**config.mk**
```make
export PLATFORM = sky130hd
export DESIGN_NAME = ser_cmd_slave
export DESIGN_NICKNAME = d
export VERILOG_FILES = /design/src/rtl/ser_pkg.sv /design/src/rtl/ser_sync_bit.sv /design/src/rtl/ser_edge_sync.sv /design/src/rtl/ser_rx.sv /design/src/rtl/ser_tx.sv /design/src/rtl/ser_cmd_slave.sv
export SDC_FILE = /design/constraint.sdc
export NUM_CORES = 1
export LEC_CHECK = 0
export CAP_MARGIN = 20
export CORE_ASPECT_RATIO = 0.5
export CORE_UTILIZATION = 43
export CTS_CLUSTER_DIAMETER = 80
export DETAILED_ROUTE_END_ITERATION = 7
export PLACE_DENSITY = 0.73
export SLEW_MARGIN = 20
export SYNTH_ARGS = -nofsm -noshare
export SYNTH_HDL_FRONTEND = slang
export SYNTH_SLANG_ARGS = --single-unit
```
**constraint.sdc**
```tcl
create_clock -name clk -period 1.89 [get_ports clk]
set_clock_uncertainty 0.2 [all_clocks]
set_input_delay 0.2835 -clock clk [delete_from_list [all_inputs] [get_ports clk]]
set_output_delay 0.2835 -clock clk [all_outputs]
set_load 0.05 [all_outputs]
```
**src/rtl/ser_pkg.sv**
```systemverilog
package ser_pkg;
  typedef struct packed {
    logic lvl;
    logic rise;
    logic fall;
  } edge_t;
endpackage

```
**src/rtl/ser_sync_bit.sv**
```systemverilog
module ser_sync_bit #(
  parameter int STAGES = 2
) (
  input  logic clk,
  input  logic rst,
  input  logic async_in,
  output logic sync_out
);
  logic [STAGES-1:0] chain;

  always_ff @(posedge clk) begin
    if (rst) chain <= '0;
    else     chain <= {chain[STAGES-2:0], async_in};
  end

  assign sync_out = chain[STAGES-1];
endmodule

```
**src/rtl/ser_edge_sync.sv**
```systemverilog
module ser_edge_sync #(
  parameter int STAGES = 2
) (
  input  logic            clk,
  input  logic            rst,
  input  logic            async_in,
  output ser_pkg::edge_t  ev
);
  logic lvl, prev;

  ser_sync_bit #(.STAGES(STAGES)) u_sync (
    .clk(clk), .rst(rst), .async_in(async_in), .sync_out(lvl)
  );

  always_ff @(posedge clk) begin
    if (rst) prev <= 1'b0;
    else     prev <= lvl;
  end

  assign ev.lvl  = lvl;
  assign ev.rise = lvl & ~prev;
  assign ev.fall = ~lvl & prev;
endmodule

```
**src/rtl/ser_rx.sv**
```systemverilog
module ser_rx #(
  parameter int W      = 8,
  parameter int RD_BIT = 7
) (
  input  logic         clk,
  input  logic         rst,
  input  logic         din,
  input  logic         sclk_rise,
  input  logic         stb_lvl,
  input  logic         stb_rise,
  input  logic         stb_fall,
  output logic         rd_fire,
  output logic         valid,
  output logic         is_cmd,
  output logic [W-1:0] data
);
  localparam int CW = (W > 1) ? $clog2(W) : 1;

  logic [W-1:0]  sr;
  logic [CW-1:0] cnt;
  logic          first;
  logic [W-1:0]  nxt;
  logic          take, last;

  assign nxt     = {din, sr[W-1:1]};
  assign take    = sclk_rise && !stb_lvl && !stb_rise && !stb_fall;
  assign last    = (cnt == CW'(W-1));
  assign rd_fire = take && last && first && nxt[RD_BIT];

  always_ff @(posedge clk) begin
    if (rst) begin
      sr <= '0; cnt <= '0; first <= 1'b0;
      valid <= 1'b0; is_cmd <= 1'b0; data <= '0;
    end else begin
      valid <= 1'b0;
      if (stb_rise || stb_fall) begin
        cnt   <= '0;
        first <= stb_fall;
      end else if (take) begin
        sr <= nxt;
        if (last) begin
          cnt    <= '0;
          data   <= nxt;
          valid  <= 1'b1;
          is_cmd <= first;
          first  <= 1'b0;
        end else begin
          cnt <= cnt + 1'b1;
        end
      end
    end
  end

  AST_VALID_PULSE: assert property (@(posedge clk) disable iff (rst)
    valid |=> !valid);
  AST_STB_HIGH_QUIET: assert property (@(posedge clk) disable iff (rst)
    stb_lvl |=> !valid);
endmodule

```
**src/rtl/ser_tx.sv**
```systemverilog
module ser_tx #(
  parameter int W = 8
) (
  input  logic         clk,
  input  logic         rst,
  input  logic         start,
  input  logic         sclk_fall,
  input  logic         stb_lvl,
  input  logic         stb_any,
  input  logic [W-1:0] rd_data,
  output logic         rd_req,
  output logic         dout_low
);
  localparam int CW = (W > 1) ? $clog2(W) : 1;

  logic [W-1:0]  sr;
  logic [CW-1:0] cnt;
  logic          active, load_pend;

  always_ff @(posedge clk) begin
    if (rst) begin
      sr <= '0; cnt <= '0; active <= 1'b0; load_pend <= 1'b0;
      rd_req <= 1'b0; dout_low <= 1'b0;
    end else begin
      rd_req    <= 1'b0;
      load_pend <= rd_req;
      if (stb_any) begin
        active    <= 1'b0;
        dout_low  <= 1'b0;
        cnt       <= '0;
        load_pend <= 1'b0;
      end else begin
        if (start) begin
          active <= 1'b1;
          rd_req <= 1'b1;
          cnt    <= '0;
        end
        if (load_pend) begin
          sr <= rd_data;
        end else if (active && !stb_lvl && sclk_fall) begin
          dout_low <= ~sr[0];
          sr       <= sr >> 1;
          if (cnt == CW'(W-1)) begin
            cnt    <= '0;
            rd_req <= 1'b1;
          end else begin
            cnt <= cnt + 1'b1;
          end
        end
      end
    end
  end

  AST_EDGE_RELEASE: assert property (@(posedge clk) disable iff (rst)
    stb_any |=> (!dout_low && !rd_req));
  AST_REQ_PULSE: assert property (@(posedge clk) disable iff (rst)
    rd_req |=> !rd_req);
  AST_IDLE_RELEASED: assert property (@(posedge clk) disable iff (rst)
    (!active && !start) |=> !dout_low);
endmodule

```
**src/rtl/ser_cmd_slave.sv**
```systemverilog
module ser_cmd_slave #(
  parameter int W           = 8,
  parameter int RD_BIT      = 7,
  parameter int SYNC_STAGES = 2
) (
  input  logic         clk,
  input  logic         rst,
  input  logic         ser_din,
  input  logic         ser_clk,
  input  logic         ser_stb,
  output logic         rx_valid,
  output logic         rx_is_cmd,
  output logic [7:0]   rx_byte,
  output logic         rd_req,
  input  logic [7:0]   rd_data,
  output logic         dout_low
);
  import ser_pkg::*;

  localparam int N_EDGE = 2;

  logic [N_EDGE-1:0] raw;
  edge_t             ev [N_EDGE];
  logic              din_s, rd_fire;

  assign raw = {ser_stb, ser_clk};

  for (genvar g = 0; g < N_EDGE; g++) begin : g_edge
    ser_edge_sync #(.STAGES(SYNC_STAGES)) u_es (
      .clk(clk), .rst(rst), .async_in(raw[g]), .ev(ev[g])
    );
  end

  ser_sync_bit #(.STAGES(SYNC_STAGES)) u_din (
    .clk(clk), .rst(rst), .async_in(ser_din), .sync_out(din_s)
  );

  ser_rx #(.W(W), .RD_BIT(RD_BIT)) u_rx (
    .clk(clk), .rst(rst), .din(din_s),
    .sclk_rise(ev[0].rise),
    .stb_lvl(ev[1].lvl), .stb_rise(ev[1].rise), .stb_fall(ev[1].fall),
    .rd_fire(rd_fire),
    .valid(rx_valid), .is_cmd(rx_is_cmd), .data(rx_byte)
  );

  ser_tx #(.W(W)) u_tx (
    .clk(clk), .rst(rst), .start(rd_fire),
    .sclk_fall(ev[0].fall),
    .stb_lvl(ev[1].lvl), .stb_any(ev[1].rise | ev[1].fall),
    .rd_data(rd_data), .rd_req(rd_req), .dout_low(dout_low)
  );

  AST_REQ_WITH_RDCMD: assert property (@(posedge clk) disable iff (rst)
    (rx_valid && rx_is_cmd && rx_byte[RD_BIT]) |-> rd_req);
  AST_NO_REQ_WRCMD: assert property (@(posedge clk) disable iff (rst)
    (rx_valid && rx_is_cmd && !rx_byte[RD_BIT]) |-> !rd_req);
endmodule

```
==> summary.txt, run 1 <==
Logic synthesis
  – Yosys warnings: 0
  – Syn nets: 192
  – Post-synth EDFFs: 0
  – Cell count after synthesis: 173
  – Sequential cell area fraction in the yosys report: 0.518
  – Syn Area/Cell: 9.83 um2
  – Mapped Area: 1700 um2
  – Yosys cell types: 31
  – Share of synthesized registers carrying an async set or reset: 0
  – Yosys reg bits: 44
  – Prevailing post-synth register cell: dfxtp_1

STA
  – Worst Tran Pin Value: 0.366 ns
  – Final worst-path cycle share: 1.06
  – Number of setup violations in the final report: 23
  – Slew Viols, Final: 0
  – Min cycle time layout: 2.00 ns
  – Final worst setup slack: -0.105 ns
  – Hold Violations, Final: 0
  – Hold_ws: 0.242 ns
  – Max Clk Rate: 501 MHz
  – Setup TNS: -1.45 ns
  – RSZ-0062 raised after global routing: yes
  – Slew headroom: 0.756

Power and ir drop
  – Pwr Total: 1820 uW
  – Power Density: 804 nW/um2
  – Leakage Power: 0.000855 uW
  – Max rail drop VDD: 356 uV

Cells and area
  – Synthesis-to-finish area growth: 33.3%
  – Post-route insts no fill: 265
  – Post-route cell area: 2270 um2
  – Layout cells sized above 1: 0.271
  – Most frequent cells in the layout: dfxtp_1 (43), buf_4 (25), nor2_1 (17), nand2_1 (16), a21oi_1 (15)
  – N_diodes: 0
  – Most common cell after layout, fill and taps aside: dfxtp_1
  – Layout Nets: 232

Clocking
  – CTS clk-pin slew, worst paths: 0.08 ns
  – CTS H-tree lvls: 2
  – Clock sinks: 44
  – CTS tree: built
  – CTS root buffer: clkbuf_8
  – Hold_buf cts: 0
  – Max Root-Sink Buffers: 2
  – CTS Buf Count: 5
  – Clk Latency, worst-skew pair: 0.29 ns

Min path
  – Worst hold-check path type: register to register

GRT
  – Vias in the first global route: 1144
  – Gr ovfl total: 0
  – GRT Util Overall: 0.176
  – Largest net degree at the start of global routing: 24
  – First-pass GRT wire length: 5.38 mm
  – Initial antenna violation count: 0

Floorplan
  – Num rows: 15
  – Die X: 90.9 um
  – Die footprint: 4230 um2
  – IO Pins: 25
  – Die Ht: 46.5 um
  – Initial Util: 0.472
  – Core area: 3600 um2

Drt
  – Pre-antenna DRT Iters: 4
  – DR vias: 1376
  – WL/cell: 13.0 um
  – Antenna Nets Post-Route: 0
  – DRC viols: 0
  – 1st-iter DRT viols: 31
  – Post-DR vias/cell: 5.19
  – DRT Wirelength: 3.44 mm

Place
  – DP HPWL: 2.29 mm
  – I/O Buffers: 24
  – Placed insts: 252
  – Placer Congestion: 0.791
  – Area after DPL: 2040 um2

Critical path
  – Crit-path cells: inv_2, ha_4, or4b_4, nor2_4, a41oi_2, a32o_1
  – Critical Path RT: 1.88 ns
  – Worst EP arrival: 1.99 ns
  – Largest stage delay, worst path: 0.53 ns
  – CP Class: register to register
  – Crit. End Element: register
  – Crit-path slowest cell: or4b_4
  – Crit Path Max Fanout: 4
  – CP delay by family, top: simple AND/OR/NAND/NOR gates
  – Startpoint type of the worst setup path: register
  – CP bufs+invs: 1

Status
  – Failing checks: setup timing
  – Outcome: finished with violations

Flow run
  – Max-cap violations: 0
## logic make-up (layout without fill, tap and decap cells)
| logic type | Yosys count | in the layout | share of synthesized area |
|---|---|---|---|
| AOI/OAI and AO/OA | 32 | 32 | 0.127 |
| adders and majority gates | 6 | 6 | 0.0441 |
| and+or+nand+nor | 65 | 65 | 0.199 |
| DFF | 44 | 44 | 0.518 |
| buffers and inverters | 14 | 55 | 0.0405 |
| muxes | 12 | 12 | 0.0706 |
## report_power, final
group | internal, uW | leakage (uW) | total (uW) | switching, uW
Combinational | 57.4 | 0.000435 | 109 | 51.6
Clock | 466 | 0.0000645 | 773 | 307
Sequential | 935 | 0.000356 | 940 | 5.47
Total | 1460 | 0.000855 | 1820 | 364
## sequential cells by signal, indices dropped and copies added, names as in the netlist
name and count:
u_tx.rd_req 1, u_rx.valid 1, u_rx.cnt 3, u_tx.active 1, u_rx.sr 7, u_tx.load_pend 1, u_tx.sr 8, g_edge.u_es.prev 2
u_tx.dout_low 1, u_rx.is_cmd 1, u_din.chain 2, g_edge.u_es.u_sync.chain 4, u_rx.data 8, u_tx.cnt 3, u_rx.first 1
## final timing paths
check             cells past startpoint              to  slack (ns)                           start
setup reg to reg                      6     u_tx.cnt[0]       -0.11  g_edge[1].u_es.u_sync.chain[1]
setup / recovery                      6     u_tx.cnt[0]       -0.11  g_edge[1].u_es.u_sync.chain[1]
hold / removal                        1  u_din.chain[1]        0.24                  u_din.chain[0]
hold reg to reg                       1  u_din.chain[1]        0.24                  u_din.chain[0]
## through the flow
stage / utilization / setup WS, ns
6_report: 0.629 / -0.105
5_1_grt: 0.629 / -0.186
4_1_cts: 0.618 / -0.0856
3_5_place_dp: 0.566 / -0.116
3_3_place_gp: 0.566 / -0.0715
2_1_floorplan: - / -0.0495
## final cells by class
class	instances	area, um2
clock buffers	7	96.3
flip-flops and latches	44	882
repair buffers	43	375
multi-input cells	115	803
fillers	290	1340
clock inverters	1	30.0
well taps	51	63.8
inverters	4	15.0
## Yosys cell counts (all sizes together), types with 2 or more instances
master   n  share of area
a21oi   17          0.050
a31o     2          0.010
a32oi    8          0.041
and2     2         0.0074
and3     2         0.0074
buf      3          0.016
clkbuf   7          0.015
dfxtp   44           0.52
ha       6          0.044
inv      4         0.0088
mux2i   12          0.071
nand2   16          0.035
nand3    9          0.026
nor2    18          0.044
nor2b    9          0.033
nor3     2         0.0088
o21ai    2         0.0059
## repair_timing
action	4_1_cts	5_1_grt
gates cloned	2	0
buffers inserted	3	1
endpoints found under the hold margin	0	0
endpoints found under the setup margin	22	30
resized for setup	8	10
pin swaps	7	8
## routing by layer
layer,global-route usage,vias up,part of all wire
li1,-,688,-
met5,0,-,0
met3,0.0545,7,0.048
met1,0.220,646,0.47
met2,0.271,35,0.46
met4,0.114,0,0.019
Power figures use the tool's default switching activity.
==> inputs of run 2 (changes only) <==
--- a/config.mk
+++ b/config.mk
@@ -11,6 +11,7 @@
 export CTS_CLUSTER_DIAMETER = 80
 export DETAILED_ROUTE_END_ITERATION = 7
 export PLACE_DENSITY = 0.73
+export SETUP_SLACK_MARGIN = 0.4
 export SLEW_MARGIN = 20
 export SYNTH_ARGS = -nofsm -noshare
 export SYNTH_HDL_FRONTEND = slang
==> run 2 against run 1 <==
The flow still finishes with violations (setup timing). Non-clock buffer count shrank 2. Register-to-register slack gained 0.02 ns. First-iteration DRC count grew 39%. Critical path type unchanged. Largest power group unchanged. Highest routed layer unchanged.
==> summary.txt, run 2 (synthesized netlist as in run 1, its figures left out) <==
Status
  – Outcome: finished with violations (unchanged)
  – Failing checks: setup timing (unchanged)

Floorplan
  – Die X: 90.9 um (unchanged)
  – Initial Util: 0.472 (unchanged)
  – Num rows: 15 (unchanged)
  – Die footprint: 4230 um2 (unchanged)
  – Core area: 3600 um2 (unchanged)
  – IO Pins: 25 (unchanged)
  – Die Ht: 46.5 um (unchanged)

STA
  – Hold Violations, Final: 0 (unchanged)
  – Max Clk Rate: 507 MHz (was 501 MHz)
  – Slew headroom: 0.808 (was 0.756)
  – Slew Viols, Final: 0 (unchanged)
  – Final worst setup slack: -0.0831 ns (was -0.105 ns)
  – Min cycle time layout: 1.97 ns (was 2.00 ns)
  – RSZ-0062 raised after global routing: yes (unchanged)
  – Worst Tran Pin Value: 0.287 ns (was 0.366 ns)
  – Setup TNS: -0.734 ns (was -1.45 ns)
  – Number of setup violations in the final report: 15 (was 23)
  – Final worst-path cycle share: 1.04 (was 1.06)

Clocking
  – Clk Latency, worst-skew pair: 0.29 ns (about the same)
  – Hold_buf cts: 0 (unchanged)
  – Clock sinks: 44 (unchanged)
  – CTS root buffer: clkbuf_8 (unchanged)
  – CTS clk-pin slew, worst paths: 0.08 ns (about the same)
  – Max Root-Sink Buffers: 2 (unchanged)
  – CTS H-tree lvls: 2 (unchanged)
  – CTS Buf Count: 5 (unchanged)
  – CTS tree: built (unchanged)

Cells and area
  – Multi-input gate area: 897 um2 (was 803 um2)
  – Final Util: 0.644 (was 0.629)
  – Synthesis-to-finish area growth: 36.4% (was 33.3%)
  – Layout cells sized above 1: 0.340 (was 0.271)
  – Top flop regs: u_rx.data: 8 flops, u_tx.sr: 8 flops, u_rx.sr: 7 flops (unchanged)
  – Most common cell after layout, fill and taps aside: dfxtp_1 (unchanged)
  – N_diodes: 0 (unchanged)
  – Final-layout fill cell count: 291 (was 290)
  – FF/Latch Area: 883 um2 (was 882 um2)
  – Layout Nets: 230 (was 232)
  – Post-route insts no fill: 263 (was 265)
  – Most frequent cells in the layout: dfxtp_1 (42), buf_4 (21), nor2_1 (16), nand2_1 (14), a21oi_1 (13) (was dfxtp_1 (43), buf_4 (25), nor2_1 (17), nand2_1 (16), a21oi_1 (15))

GRT
  – Vias in the first global route: 1285 (was 1144)
  – Initial antenna violation count: 0 (unchanged)
  – Gr ovfl total: 0 (unchanged)
  – First-pass GRT wire length: 5.78 mm (was 5.38 mm)
  – Largest net degree at the start of global routing: 23 (was 24)
  – GRT Util Overall: 0.183 (was 0.176)

Critical path
  – Worst EP arrival: 1.95 ns (was 1.99 ns)
  – CP delay by family, top: simple AND/OR/NAND/NOR gates (unchanged)
  – CP Class: register to register (unchanged)
  – Crit-path slowest cell: or4b_4 (unchanged)
  – Crit Path Max Fanout: 5 (was 4)
  – Largest stage delay, worst path: 0.53 ns (about the same)
  – Crit-path cells: inv_2, ha_4, or4b_4, nor3_4, buf_6, mux2i_1, nor2_1 (was inv_2, ha_4, or4b_4, nor2_4, a41oi_2, a32o_1)
  – Critical Path RT: 1.87 ns (was 1.88 ns)
  – Crit. End Element: register (unchanged)
  – Startpoint type of the worst setup path: register (unchanged)
  – CP bufs+invs: 2 (was 1)

Power and ir drop
  – Leakage Power: 0.000866 uW (was 0.000855 uW)
  – Max rail drop VDD: 306 uV (was 356 uV)
  – Pwr Total: 1650 uW (was 1820 uW)
  – Sw Pwr: 360 uW (was 364 uW)
  – Clk pwr share: 0.358 (was 0.424)
  – Logic pwr share: 0.072 (was 0.060)
  – Flop pwr share: 0.570 (was 0.516)
  – Switching part of the total: 0.218 (was 0.200)
  – Power Density: 712 nW/um2 (was 804 nW/um2)
  – Cell-internal power: 1290 uW (was 1460 uW)

Drt
  – DRT Wirelength: 3.52 mm (was 3.44 mm)
  – Post-DR vias/cell: 5.13 (was 5.19)
  – DR vias: 1348 (was 1376)
  – Antenna Nets Post-Route: 0 (unchanged)
  – DRC viols: 0 (unchanged)
  – 1st-iter DRT viols: 43 (was 31)
  – Pre-antenna DRT Iters: 4 (unchanged)
  – WL/cell: 13.4 um (was 13.0 um)

Place
  – Placed insts: 250 (was 252)
  – Placer Congestion: 0.808 (was 0.791)
  – DP HPWL: 2.26 mm (was 2.29 mm)
  – I/O Buffers: 24 (unchanged)

Flow run
  – Max-cap violations: 0 (unchanged)

Min path
  – Worst hold-check path type: register to register (unchanged)
-- run 2: per-layer routing --
metal,up-vias,part of all wire,track usage
li1,686,-,-
met1,630,0.50,0.230
met2,25,0.46,0.297
met3,7,0.035,0.0512
met4,0,0.014,0.0952
met5,-,0,0
-- run 2: final cells by class --
cell class | count | area share
Inverter | 4 | 0.00647
Tap cell | 51 | 0.0275
Clock inverter | 2 | 0.00432
Sequential cell | 44 | 0.381
Clock buffer | 6 | 0.0356
Timing Repair Buffer | 41 | 0.159
Multi-Input combinational cell | 115 | 0.387
-- run 2: worst register-to-register path: stages (launching register included) --
cell and delay [ns]:
dfxtp_2 0.34, inv_2 0.05, ha_4 0.15, or4b_4 0.53, nor3_4 0.19, buf_6 0.17, mux2i_1 0.19, nor2_1 0.06
-- run 2: path summary, 6_finish.rpt --
| kind | startpoint | end | slack (ns) | depth (start not counted) |
|---|---|---|---|---|
| min reg2reg | g_edge[0].u_es.u_sync.chain[0] | g_edge[0].u_es.u_sync.chain[1] | 0.25 | 1 |
| max | g_edge[1].u_es.u_sync.chain[1] | u_rx.data[7] | -0.08 | 7 |
| max reg2reg | g_edge[1].u_es.u_sync.chain[1] | u_rx.data[7] | -0.08 | 7 |
| min | g_edge[0].u_es.u_sync.chain[0] | g_edge[0].u_es.u_sync.chain[1] | 0.25 | 1 |
-- run 2: power by group through the flow --
stage               clock network [uW]  registers, uW  logic (uW)
finish                             590            941         119
global placement                     0            962        93.7
floorplan                            0            961        51.7
CTS                                602            941         111
global route                       643            943         128
detailed placement                   0            962        94.2
-- run 2: repair_timing --
item                                    4_1_cts  5_1_grt
resized for setup                            21       11
pin swaps                                    29       13
endpoints found under the setup margin       36       36
buffers inserted                              3        1
gates cloned                                  1        0
-- run 2: per-stage QoR --
step	setup slack (ns)	hold slack, ns	instance area, um2
after floorplan	-0.0495	0.212	1760
after global placement	-0.0628	0.224	2060
after detailed placement	-0.110	0.235	2060
after CTS	-0.0786	0.251	2270
after global routing	-0.196	0.272	2320
final	-0.0831	0.248	2320
